## src/rtl/tmr_readback.sv

```systemverilog
module tmr_readback #(
  parameter int CNT_W = 16
) (
  input  logic             clk,
  input  logic             rst_n,
  input  logic [CNT_W-1:0] live_cnt,
  input  logic             out_lvl,
  input  logic             null_cnt,
  input  logic [5:0]       ctrl_bits,
  input  logic [1:0]       acc_mode,
  input  logic             cw_wr,
  input  logic             cnt_latch,
  input  logic             rb_cmd,
  input  logic             rb_cnt,
  input  logic             rb_sts,
  input  logic             rd,
  output logic [7:0]       rd_data
);
  localparam int HB = CNT_W / 2;

  logic             cnt_held, sts_held, rd_ptr;
  logic [CNT_W-1:0] snap;
  logic [7:0]       sts_snap;

  wire              two_byte = (acc_mode == 2'b11) || (acc_mode == 2'b00);
  wire              take_hi  = (acc_mode == 2'b10) || (two_byte && rd_ptr);
  wire              last_rd  = !two_byte || rd_ptr;
  wire [CNT_W-1:0]  src      = cnt_held ? snap : live_cnt;
  wire              do_cl    = cnt_latch || (rb_cmd && rb_cnt);
  wire              do_sl    = rb_cmd && rb_sts;

  assign rd_data = sts_held ? sts_snap : (take_hi ? src[CNT_W-1:HB] : src[HB-1:0]);

  always_ff @(posedge clk) begin
    if (!rst_n || cw_wr) begin
      cnt_held <= 1'b0;
      sts_held <= 1'b0;
      rd_ptr   <= 1'b0;
      snap     <= '0;
      sts_snap <= '0;
    end else begin
      if (rd) begin
        if (sts_held) sts_held <= 1'b0;
        else begin
          if (two_byte) rd_ptr <= !rd_ptr;
          if (last_rd) cnt_held <= 1'b0;
        end
      end
      if (do_cl && !cnt_held) begin
        cnt_held <= 1'b1;
        snap     <= live_cnt;
      end
      if (do_sl && !sts_held) begin
        sts_held <= 1'b1;
        sts_snap <= {out_lvl, null_cnt, ctrl_bits};
      end
    end
  end
endmodule

```

## config.mk

```make
export PLATFORM = sky130hd
export DESIGN_NAME = tmr_readback
export DESIGN_NICKNAME = d
export VERILOG_FILES = /design/src/rtl/tmr_readback.sv
export SDC_FILE = /design/constraint.sdc
export NUM_CORES = 1
export LEC_CHECK = 0
export ABC_AREA = 1
export BUFFER_PORTS_ARGS = -buffer_cell sky130_fd_sc_hd__buf_2
export CAP_MARGIN = 40
export CORE_MARGIN = 2
export CORE_UTILIZATION = 45
export DETAILED_ROUTE_END_ITERATION = 6
export HOLD_SLACK_MARGIN = 0.05
export MAX_ROUTING_LAYER = met4
export PLACE_DENSITY = 0.67
export SYNTH_ARGS = -nofsm -noshare
export SYNTH_HDL_FRONTEND = slang
export SYNTH_SLANG_ARGS = --single-unit
```

## constraint.sdc

```tcl
create_clock -name clk -period 2.45 [get_ports clk]
set_clock_uncertainty 0.1 [all_clocks]
set_input_delay 0.245 -clock clk [delete_from_list [all_inputs] [get_ports clk]]
set_output_delay 0.245 -clock clk [all_outputs]
set_load 0.05 [all_outputs]
```

==> results.py, run 1 <==
metrics = {
    "drt": {
        "wl_um": 3580,
        "num_vias": 1595,
        "detail_route.iter0.violations": 91,
        "vias_per_cell": 4.57,
        "drc": 0,
        "dr.pass1.iters": 4,
        "wl_per_cell_um": 10.3,
        "ant_nets": 0,
    },
    "min_path": {
        "hold_depth": 3,
        "hp-start": "ctrl_bits[4]",
        "whs_endpoint": "sts_snap[4]",
        "hp-class": "in -> reg",
    },
    "status": {
        "status": "finished clean",
    },
    "setup_path": {
        "cp_data_required_time_ns": 2.11,
        "reg2reg_to": "sts_snap[3]",
        "worstPathArrival_ns": 1.73,
        "startpoint_type": "register",
        "worstSetupPathType": "reg -> out",
        "rr_worst_depth": 6,
        "r2r_start": "sts_held",
        "worstPathMaxFanout": 9,
        "cp-end-kind": "primary output",
        "r2r_slack_ns": 0.92,
    },
    "placed_design": {
        "hpwl_um": 2580,
        "portBuffers": 41,
        "gp_congestion": 0.793,
    },
    "clocking": {
        "htree_levels": 1,
        "cts-buffers-inserted": 3,
        "cts_root_buf": "clkbuf_4",
        "cts_buffer_depth": 2,
        "numClockSinks": 27,
        "cts_tree": "yes",
        "ctsResizeCount": 0,
        "clk_latency_ns": 0.33,
        "cts_hold_buf": 14,
        "post_cts_buffers": 0,
        "cts.clk_slew.worst_paths_ns": 0.15,
    },
    "pwr": {
        "combPwrFrac": 0.305,
        "switching_share": 0.356,
        "total_power_mw": 0.968,
        "p_clk_frac": 0.210,
        "power_frac_seq": 0.485,
        "p_sw_mw": 0.344,
        "power_density_nw_per_um2": 508,
        "intPower_mw": 0.624,
        "leakagePower_nw": 1.00,
        "max-vdd-ir-drop_uv": 395,
    },
    "synthesis": {
        "syn_inst": 250,
        "synth.distinct_cells": 18,
        "synth-seq-cells": 27,
        "syn_area_um2": 1500,
        "ys_warn_count": 0,
        "avgSynthCellArea_um2": 6.00,
        "syn_nets": 285,
        "yosysSeqAreaShare": 0.360,
    },
    "global_routing": {
        "gr-total-overflow": 0,
        "antenna_found_initial": 0,
        "grt_usage": 0.208,
        "grt_max_degree": 26,
        "grt_first_pass_wirelength_um": 5730,
        "grt_pass1_vias": 1340,
    },
    "timing": {
        "holdWs_ns": 0.0633,
        "drv_slew": 0,
        "max_freq_ghz": 0.482,
        "finalSetupViolations": 0,
        "hold_viol": 0,
        "rsz0062_at_grt": "false",
        "tightest_slew_ns": 0.510,
        "finalSetupTns_ns": 0,
        "relSlewSlack": 0.659,
        "fin_crit_sh": 0.847,
        "timing.final.crit_period_ns": 2.08,
    },
    "die": {
        "design.die.area_um2": 3810,
        "die_w_um": 61.7,
        "rows": 20,
        "design.core.area_um2": 3100,
        "io_pins": 42,
        "initial_core_util": 0.483,
        "die_h_um": 61.7,
    },
    "run": {
        "max_cap_violations": 0,
    },
    "final_layout": {
        "nFillCells": 349,
        "drive_gt1_frac": 0.180,
        "regArea_um2": 541,
        "antennaDiodeCount": 0,
        "multi_input_area_um2": 798,
        "area_delta_synth_final_pct": 27.1,
        "nets": 341,
    },
}
-- through the flow --
step / setup slack (ns) / std cells / util / cell area [um^2]
6_report: 0.374 / 349 / 0.615 / 1910
3_3_place_gp: 0.440 / 331 / 0.560 / 1740
3_5_place_dp: 0.418 / 331 / 0.560 / 1740
5_1_grt: 0.193 / 349 / 0.615 / 1910
4_1_cts: 0.366 / 349 / 0.615 / 1910
2_1_floorplan: 0.706 / 250 / - / 1500
-- state kept, by name, summed over array words and instances (netlist names) --
register  cells
cnt_held      1
rd_ptr        1
snap         16
sts_held      1
sts_snap      8
-- routing by layer --
layer,vias up,global-route usage,share of wire
li1,867,-,-
met1,679,0.267,0.48
met2,47,0.340,0.46
met3,2,0.0455,0.055
met4,0,0.0365,0.0053
met5,-,-,0
-- power groups by stage --
stage	sequential, mW	clock, mW	combinational, mW
after global placement	0.479	0	0.277
final	0.470	0.203	0.295
after floorplan	0.476	0	0.207
after global routing	0.472	0.230	0.330
after detailed placement	0.479	0	0.278
after CTS	0.470	0.215	0.296
-- cells in the final DEF (no fill, tap or decap), types with 2 or more instances in the layout --
| cell | count |
|---|---|
| nand2_1 | 95 |
| nor2_1 | 52 |
| buf_2 | 41 |
| dfxtp_1 | 27 |
| inv_1 | 25 |
| nand3_1 | 16 |
| dlygate4sd3_1 | 14 |
| o21ai_0 | 9 |
| nand3b_1 | 8 |
| buf_4 | 4 |
| clkbuf_4 | 3 |
| nand2_4 | 2 |
| a21oi_1 | 2 |
-- cell usage after synthesis --
library cell	number	area share
nand2_1	95	0.24
nor2_1	52	0.13
dfxtp_1	27	0.36
inv_1	25	0.063
nand3_1	16	0.053
o21ai_0	9	0.030
nand3b_1	8	0.040
buf_2	4	0.013
buf_4	3	0.015
a21oi_1	2	0.0067
nand2_4	2	0.015
buf_6	1	0.0075
clkinv_1	1	0.0025
ha_1	1	0.0083
inv_2	1	0.0025
inv_4	1	0.0042
nand3_2	1	0.0067
nor2_2	1	0.0042
-- logic make-up after synthesis --
family | after synthesis | share of synthesized area
DFF | 27 | 0.360
and+or+nand+nor | 175 | 0.487
AOI/OAI and AO/OA | 11 | 0.0367
adders and majority gates | 1 | 0.00834
buffers and inverters | 36 | 0.108
-- worst max-delay path: stages, from the launching register on --
cell and delay (ns):
dfxtp_1 0.37, nand2_1 0.05, nand2_1 0.23, inv_1 0.19, nand2_1 0.11, nand3_1 0.09, nand2_1 0.09, buf_2 0.26
-- worst max path at each step --
stage,start,endpoint,slack [ns],cells after the start
floorplan,acc_mode[0],rd_data[0],0.71,8
CTS,rd_ptr,rd_data[3],0.37,7
global placement,acc_mode[0],rd_data[3],0.44,10
detailed placement,acc_mode[0],rd_data[3],0.42,10
global route,rd_ptr,rd_data[3],0.19,7
finish,rd_ptr,rd_data[3],0.37,7
-- layout make-up --
| type | instances | share of cell area |
|---|---|---|
| flip-flops and latches | 27 | 0.283 |
| clock inverters | 1 | 0.00394 |
| repair buffers | 59 | 0.197 |
| multi-input cells | 187 | 0.419 |
| inverters | 28 | 0.0564 |
| clock buffers | 3 | 0.0118 |
| well taps | 44 | 0.0289 |
Note: power is estimated with default switching activity, not from simulation.
==> run 2: changes to the inputs <==
--- a/config.mk
+++ b/config.mk
@@ -13,7 +13,7 @@
 export DETAILED_ROUTE_END_ITERATION = 6
 export HOLD_SLACK_MARGIN = 0.05
 export MAX_ROUTING_LAYER = met4
-export PLACE_DENSITY = 0.67
+export PLACE_DENSITY = 0.7
 export SYNTH_ARGS = -nofsm -noshare
 export SYNTH_HDL_FRONTEND = slang
 export SYNTH_SLANG_ARGS = --single-unit
==> constraint.sdc (replaced) <==
create_clock -name clk -period 1.7 [get_ports clk]
set_clock_uncertainty 0.1 [all_clocks]
set_input_delay 0.17 -clock clk [delete_from_list [all_inputs] [get_ports clk]]
set_output_delay 0.17 -clock clk [all_outputs]
set_load 0.05 [all_outputs]
==> run 2 against run 1 <==
Net effect: clock-buffer cell count unchanged; critical path type unchanged; non-clock buffer count up 6; die area unchanged.
==> results.py, run 2 (synthesis results as in run 1) <==
metrics = {
    "run": {
        "max_cap_violations": 0,
    },
    "drt": {
        "drc": 0,
        "wl_um": 3740,
        "ant_nets": 0,
        "wl_per_cell_um": 10.5,
        "detail_route.iter0.violations": 78,
        "dr.pass1.iters": 4,
        "vias_per_cell": 4.54,
        "num_vias": 1611,
    },
    "pwr": {
        "power_frac_seq": 0.467,
        "switching_share": 0.350,
        "power_density_nw_per_um2": 710,
        "p_clk_frac": 0.202,
        "combPwrFrac": 0.331,
        "max-vdd-ir-drop_uv": 544,
        "intPower_mw": 0.945,
        "p_sw_mw": 0.509,
        "leakagePower_nw": 1.05,
    },
    "final_layout": {
        "multi_input_area_um2": 811,
        "area_delta_synth_final_pct": 36.5,
        "nFillCells": 306,
        "final_core_util": 0.660,
        "final_common_cell": "nand2_1",
        "top_regs": "snap: 16 flops, sts_snap: 8 flops",
        "nets": 347,
        "drive_gt1_frac": 0.206,
        "antennaDiodeCount": 0,
        "most-common-layout-cells": "nand2_1 (92), nor2_1 (52), buf_2 (33)",
        "regArea_um2": 546,
        "largest_reg_flops": 16,
        "largest_register": "snap",
    },
    "die": {
        "design.core.area_um2": 3100,
        "io_pins": 42,
        "rows": 20,
        "die_h_um": 61.7,
        "die_w_um": 61.7,
        "design.die.area_um2": 3810,
        "initial_core_util": 0.483,
    },
    "timing": {
        "fin_ws_ns": 0.0346,
        "relSlewSlack": 0.827,
        "tightest_slew_ns": 0.260,
        "drv_slew": 0,
        "timing.final.crit_period_ns": 1.67,
        "hold_viol": 0,
        "finalSetupTns_ns": 0,
        "max_freq_ghz": 0.600,
        "rsz0062_at_grt": "true",
        "finalSetupViolations": 0,
        "fin_crit_sh": 0.980,
    },
    "clocking": {
        "numClockSinks": 27,
        "cts-buffers-inserted": 3,
        "cts.clk_slew.worst_paths_ns": 0.16,
        "cts_buffer_depth": 2,
        "cts_tree": "yes",
        "clk_latency_ns": 0.33,
        "htree_levels": 1,
        "cts_root_buf": "clkbuf_4",
    },
    "min_path": {
        "hp-class": "in -> reg",
        "hp-start": "live_cnt[14]",
    },
    "setup_path": {
        "cp_data_required_time_ns": 1.43,
        "worstPathArrival_ns": 1.40,
        "startpoint": "cnt_held",
        "rr_worst_depth": 5,
        "r2r_slack_ns": 0.29,
        "crit_path_end": "rd_data[2]",
        "cp-end-kind": "primary output",
        "r2r_start": "sts_held",
        "startpoint_type": "register",
        "reg2reg_to": "sts_snap[7]",
        "worstSetupPathType": "reg -> out",
        "worstPathMaxFanout": 5,
    },
    "global_routing": {
        "gr-total-overflow": 0,
        "grt_pass1_vias": 1393,
        "antenna_found_initial": 0,
        "grt_first_pass_wirelength_um": 6000,
        "grt_usage": 0.219,
        "grt_max_degree": 27,
    },
    "placed_design": {
        "gp_congestion": 0.784,
        "dp_slack_ns": 0.0388,
        "portBuffers": 41,
        "hpwl_um": 2570,
    },
    "status": {
        "status": "finished clean",
    },
}
run 2: cell count changes in the layout (fill, tap and decap cells not counted), sizes merged:
cell,delta
dlygate4sd3,+5
buf,+1
clkinvlp,+1
clkinv,-1
run 2: layout make-up:
| type | count | share of cell area |
|---|---|---|
| repair buffers | 65 | 0.239 |
| inverters | 28 | 0.0568 |
| flip-flops and latches | 27 | 0.266 |
| well taps | 44 | 0.0269 |
| multi-input cells | 187 | 0.396 |
| clock inverters | 1 | 0.00367 |
| clock buffers | 3 | 0.0110 |
run 2: power groups by stage:
stage,Clock (mW),Combinational [mW],Sequential (mW)
final,0.294,0.482,0.679
after CTS,0.306,0.467,0.678
after global placement,0,0.400,0.690
after detailed placement,0,0.403,0.690
after floorplan,0,0.298,0.686
after global routing,0.333,0.530,0.682
run 2: critical path, stage by stage, from the launching register on:
cell and delay [ns]:
dfxtp_4 0.40, buf_4 0.16, nand2_1 0.06, nand2_1 0.05, nand2_1 0.06, nand3_1 0.09
nand2_1 0.09, buf_6 0.16
run 2: worst min-delay path by stage:
stage,end,cells past startpoint
finish,snap[14],4
global route,snap[8],4
CTS,snap[14],4
detailed placement,snap[7],3
global placement,snap[6],3
floorplan,snap[0],2
run 2: per-layer routing:
layer | GRT usage | vias to the layer above | wire length, um
met1 | 0.275 | 691 | 1760
met4 | 0.0365 | 0 | 15
met5 | - | - | 0
met3 | 0.0435 | 2 | 165
li1 | - | 875 | -
met2 | 0.373 | 43 | 1800
run 2: metrics by stage:
step | hold slack (ns) | cell area (um^2) | power, mW | instances
final | 0.0705 | 2050 | 1.45 | 355
after global routing | 0.0573 | 2050 | 1.54 | 355
after CTS | 0.0569 | 2020 | 1.45 | 355
after detailed placement | 0.317 | 1740 | 1.09 | 332
after global placement | 0.310 | 1740 | 1.09 | 332
after floorplan | 0.205 | 1500 | 0.984 | 250
run 2: what timing repair did:
| item | in CTS | in global routing |
|---|---|---|
| cloned | 0 | 0 |
| gates resized for setup | 20 | 9 |
| setup endpoints to repair | 8 | 8 |
| buffers inserted | 0 | 0 |
| hold buffers | 19 | 0 |
| hold endpoints to repair | 19 | 0 |
==> run 3: changes to the inputs <==
--- a/config.mk
+++ b/config.mk
@@ -9,11 +9,11 @@
 export BUFFER_PORTS_ARGS = -buffer_cell sky130_fd_sc_hd__buf_2
 export CAP_MARGIN = 40
 export CORE_MARGIN = 2
-export CORE_UTILIZATION = 45
+export CORE_UTILIZATION = 46
 export DETAILED_ROUTE_END_ITERATION = 6
 export HOLD_SLACK_MARGIN = 0.05
 export MAX_ROUTING_LAYER = met4
-export PLACE_DENSITY = 0.7
+export PLACE_DENSITY = 0.72
 export SYNTH_ARGS = -nofsm -noshare
 export SYNTH_HDL_FRONTEND = slang
 export SYNTH_SLANG_ARGS = --single-unit
==> run 3 against run 2 <==
Net effect: final area fell by 2.1%; clock power is 1% lower; register-to-register slack improved by 0.19 ns; largest cell class unchanged.
==> results.py, run 3 (synthesis results as in run 1) <==
metrics = {
    "status": {
        "status": "finished clean",
    },
    "setup_path": {
        "worstSetupPathType": "reg -> out",
        "worstPathMaxFanout": 4,
        "cp_top_family": "flip-flops",
        "path_common_cell": "nand2_1",
        "startpoint_type": "register",
        "r2r_slack_ns": 0.48,
        "critPathMaxStageDelay_ns": 0.43,
        "slowest_stage": "dfxtp_4",
        "worstPathCellList": "buf_2 > nand2_1 > nand2_1 > nand2_1 > nand3_1 > nand2_1 > buf_4",
        "path_buf_inv": 2,
        "cp-end-kind": "primary output",
        "worstPathArrival_ns": 1.42,
        "cp_data_required_time_ns": 1.43,
    },
    "die": {
        "rows": 20,
        "die_w_um": 61.1,
        "design.die.area_um2": 3730,
        "initial_core_util": 0.487,
        "die_h_um": 61.1,
        "design.core.area_um2": 3080,
        "io_pins": 42,
    },
    "drt": {
        "vias_per_cell": 4.60,
        "ant_nets": 0,
        "wl_um": 3740,
        "wl_per_cell_um": 10.5,
        "detail_route.iter0.violations": 79,
        "num_vias": 1634,
        "drc": 0,
        "dr.pass1.iters": 5,
    },
    "pwr": {
        "max-vdd-ir-drop_uv": 513,
        "leakagePower_nw": 1.05,
        "power_density_nw_per_um2": 715,
        "total_power_mw": 1.43,
    },
    "global_routing": {
        "gr-total-overflow": 0,
        "grt_pass1_vias": 1494,
        "antenna_found_initial": 0,
        "grt_max_degree": 27,
        "grt_first_pass_wirelength_um": 6210,
        "grt_usage": 0.226,
    },
    "final_layout": {
        "antennaDiodeCount": 0,
        "top_regs": "snap: 16 flops, sts_snap: 8 flops",
        "largest_register": "snap",
        "area_delta_synth_final_pct": 33.6,
        "final_common_cell": "nand2_1",
        "most-common-layout-cells": "nand2_1 (94), nor2_1 (52), buf_2 (34)",
        "drive_gt1_frac": 0.196,
        "nets": 347,
        "nFillCells": 312,
        "largest_reg_flops": 16,
    },
    "clocking": {
        "cts_root_buf": "clkbuf_4",
        "cts.clk_slew.worst_paths_ns": 0.15,
        "cts_buffer_depth": 2,
        "clk_latency_ns": 0.33,
        "cts-buffers-inserted": 3,
        "numClockSinks": 27,
        "cts_tree": "yes",
        "htree_levels": 1,
    },
    "timing": {
        "hold_viol": 0,
        "timing.final.crit_period_ns": 1.69,
        "fin_crit_sh": 0.995,
        "relSlewSlack": 0.826,
        "fin_ws_ns": 0.00793,
        "finalSetupViolations": 0,
        "tightest_slew_ns": 0.261,
        "max_freq_ghz": 0.591,
        "rsz0062_at_grt": "true",
        "drv_slew": 0,
    },
    "placed_design": {
        "hpwl_um": 2520,
        "dp_slack_ns": 0.0595,
        "gp_congestion": 0.837,
        "portBuffers": 41,
    },
    "min_path": {
        "hp-class": "in -> reg",
    },
    "run": {
        "max_cap_violations": 0,
    },
}
==> run 3: cell types whose count changed in the layout (fill, tap and decap cells not counted) <==
cell and change:
buf_2 +1, buf_4 +5, buf_6 -3, buf_8 -1, clkbuf_1 +1, clkinv_1 +1
clkinvlp_4 -2, dlygate4sd3_1 -2, nand2_1 +2, nand2_2 -2, nand3_1 +1, nand3_2 -1
==> run 3: metal layers <==
layer | GRT usage | up-vias | routed length [um]
li1 | - | 876 | -
met1 | 0.283 | 701 | 1720
met2 | 0.375 | 48 | 1750
met3 | 0.0252 | 9 | 180
met4 | 0.0807 | 0 | 86
met5 | - | - | 0
==> run 3: worst min-delay path, cell delays in order <==
cell	delay, ns
buf_2	0.08
nand3b_1	0.10
nand2_1	0.05
nor2_1	0.07
==> run 3: final cells by class <==
type                       instances  area [um^2]  area share
timing repair buffer              65          464       0.232
clock buffer                       4         26.3      0.0131
tap                               44         55.1      0.0275
inverter                          28          113      0.0562
sequential                        27          546       0.272
multi-input combinational        187          801       0.400
==> run 3: path summary, 6_finish.rpt <==
check,startpoint,end,cells past startpoint
min reg2reg,sts_snap[6],sts_snap[6],2
max reg2reg,sts_held,sts_snap[7],5
min,live_cnt[12],snap[12],4
max,cnt_held,rd_data[4],7
==> run 3: through the flow <==
step / instance area (um^2) / util / hold slack (ns) / instances / TNS (ns)
2_1_floorplan: 1500 / - / 0.205 / 250 / 0
3_3_place_gp: 1750 / 0.569 / 0.310 / 333 / 0
3_5_place_dp: 1750 / 0.569 / 0.314 / 333 / 0
4_1_cts: 1980 / 0.643 / 0.0582 / 354 / 0
5_1_grt: 2000 / 0.651 / 0.0672 / 355 / -0.575
6_report: 2000 / 0.651 / 0.0554 / 355 / 0
==> run 3: where the power goes <==
| part | switching [mW] | internal, mW |
|---|---|---|
| Sequential | 0.0156 | 0.663 |
| Combinational | 0.286 | 0.180 |
| Clock | 0.197 | 0.0922 |
| Total | 0.499 | 0.934 |
==> run 3: timing repair <==
action,4_1_cts,5_1_grt
hold buffers,17,0
gates resized for setup,12,8
hold endpoints to repair,17,0
setup buffers,0,0
cloned,0,1
endpoints found under the setup margin,8,8
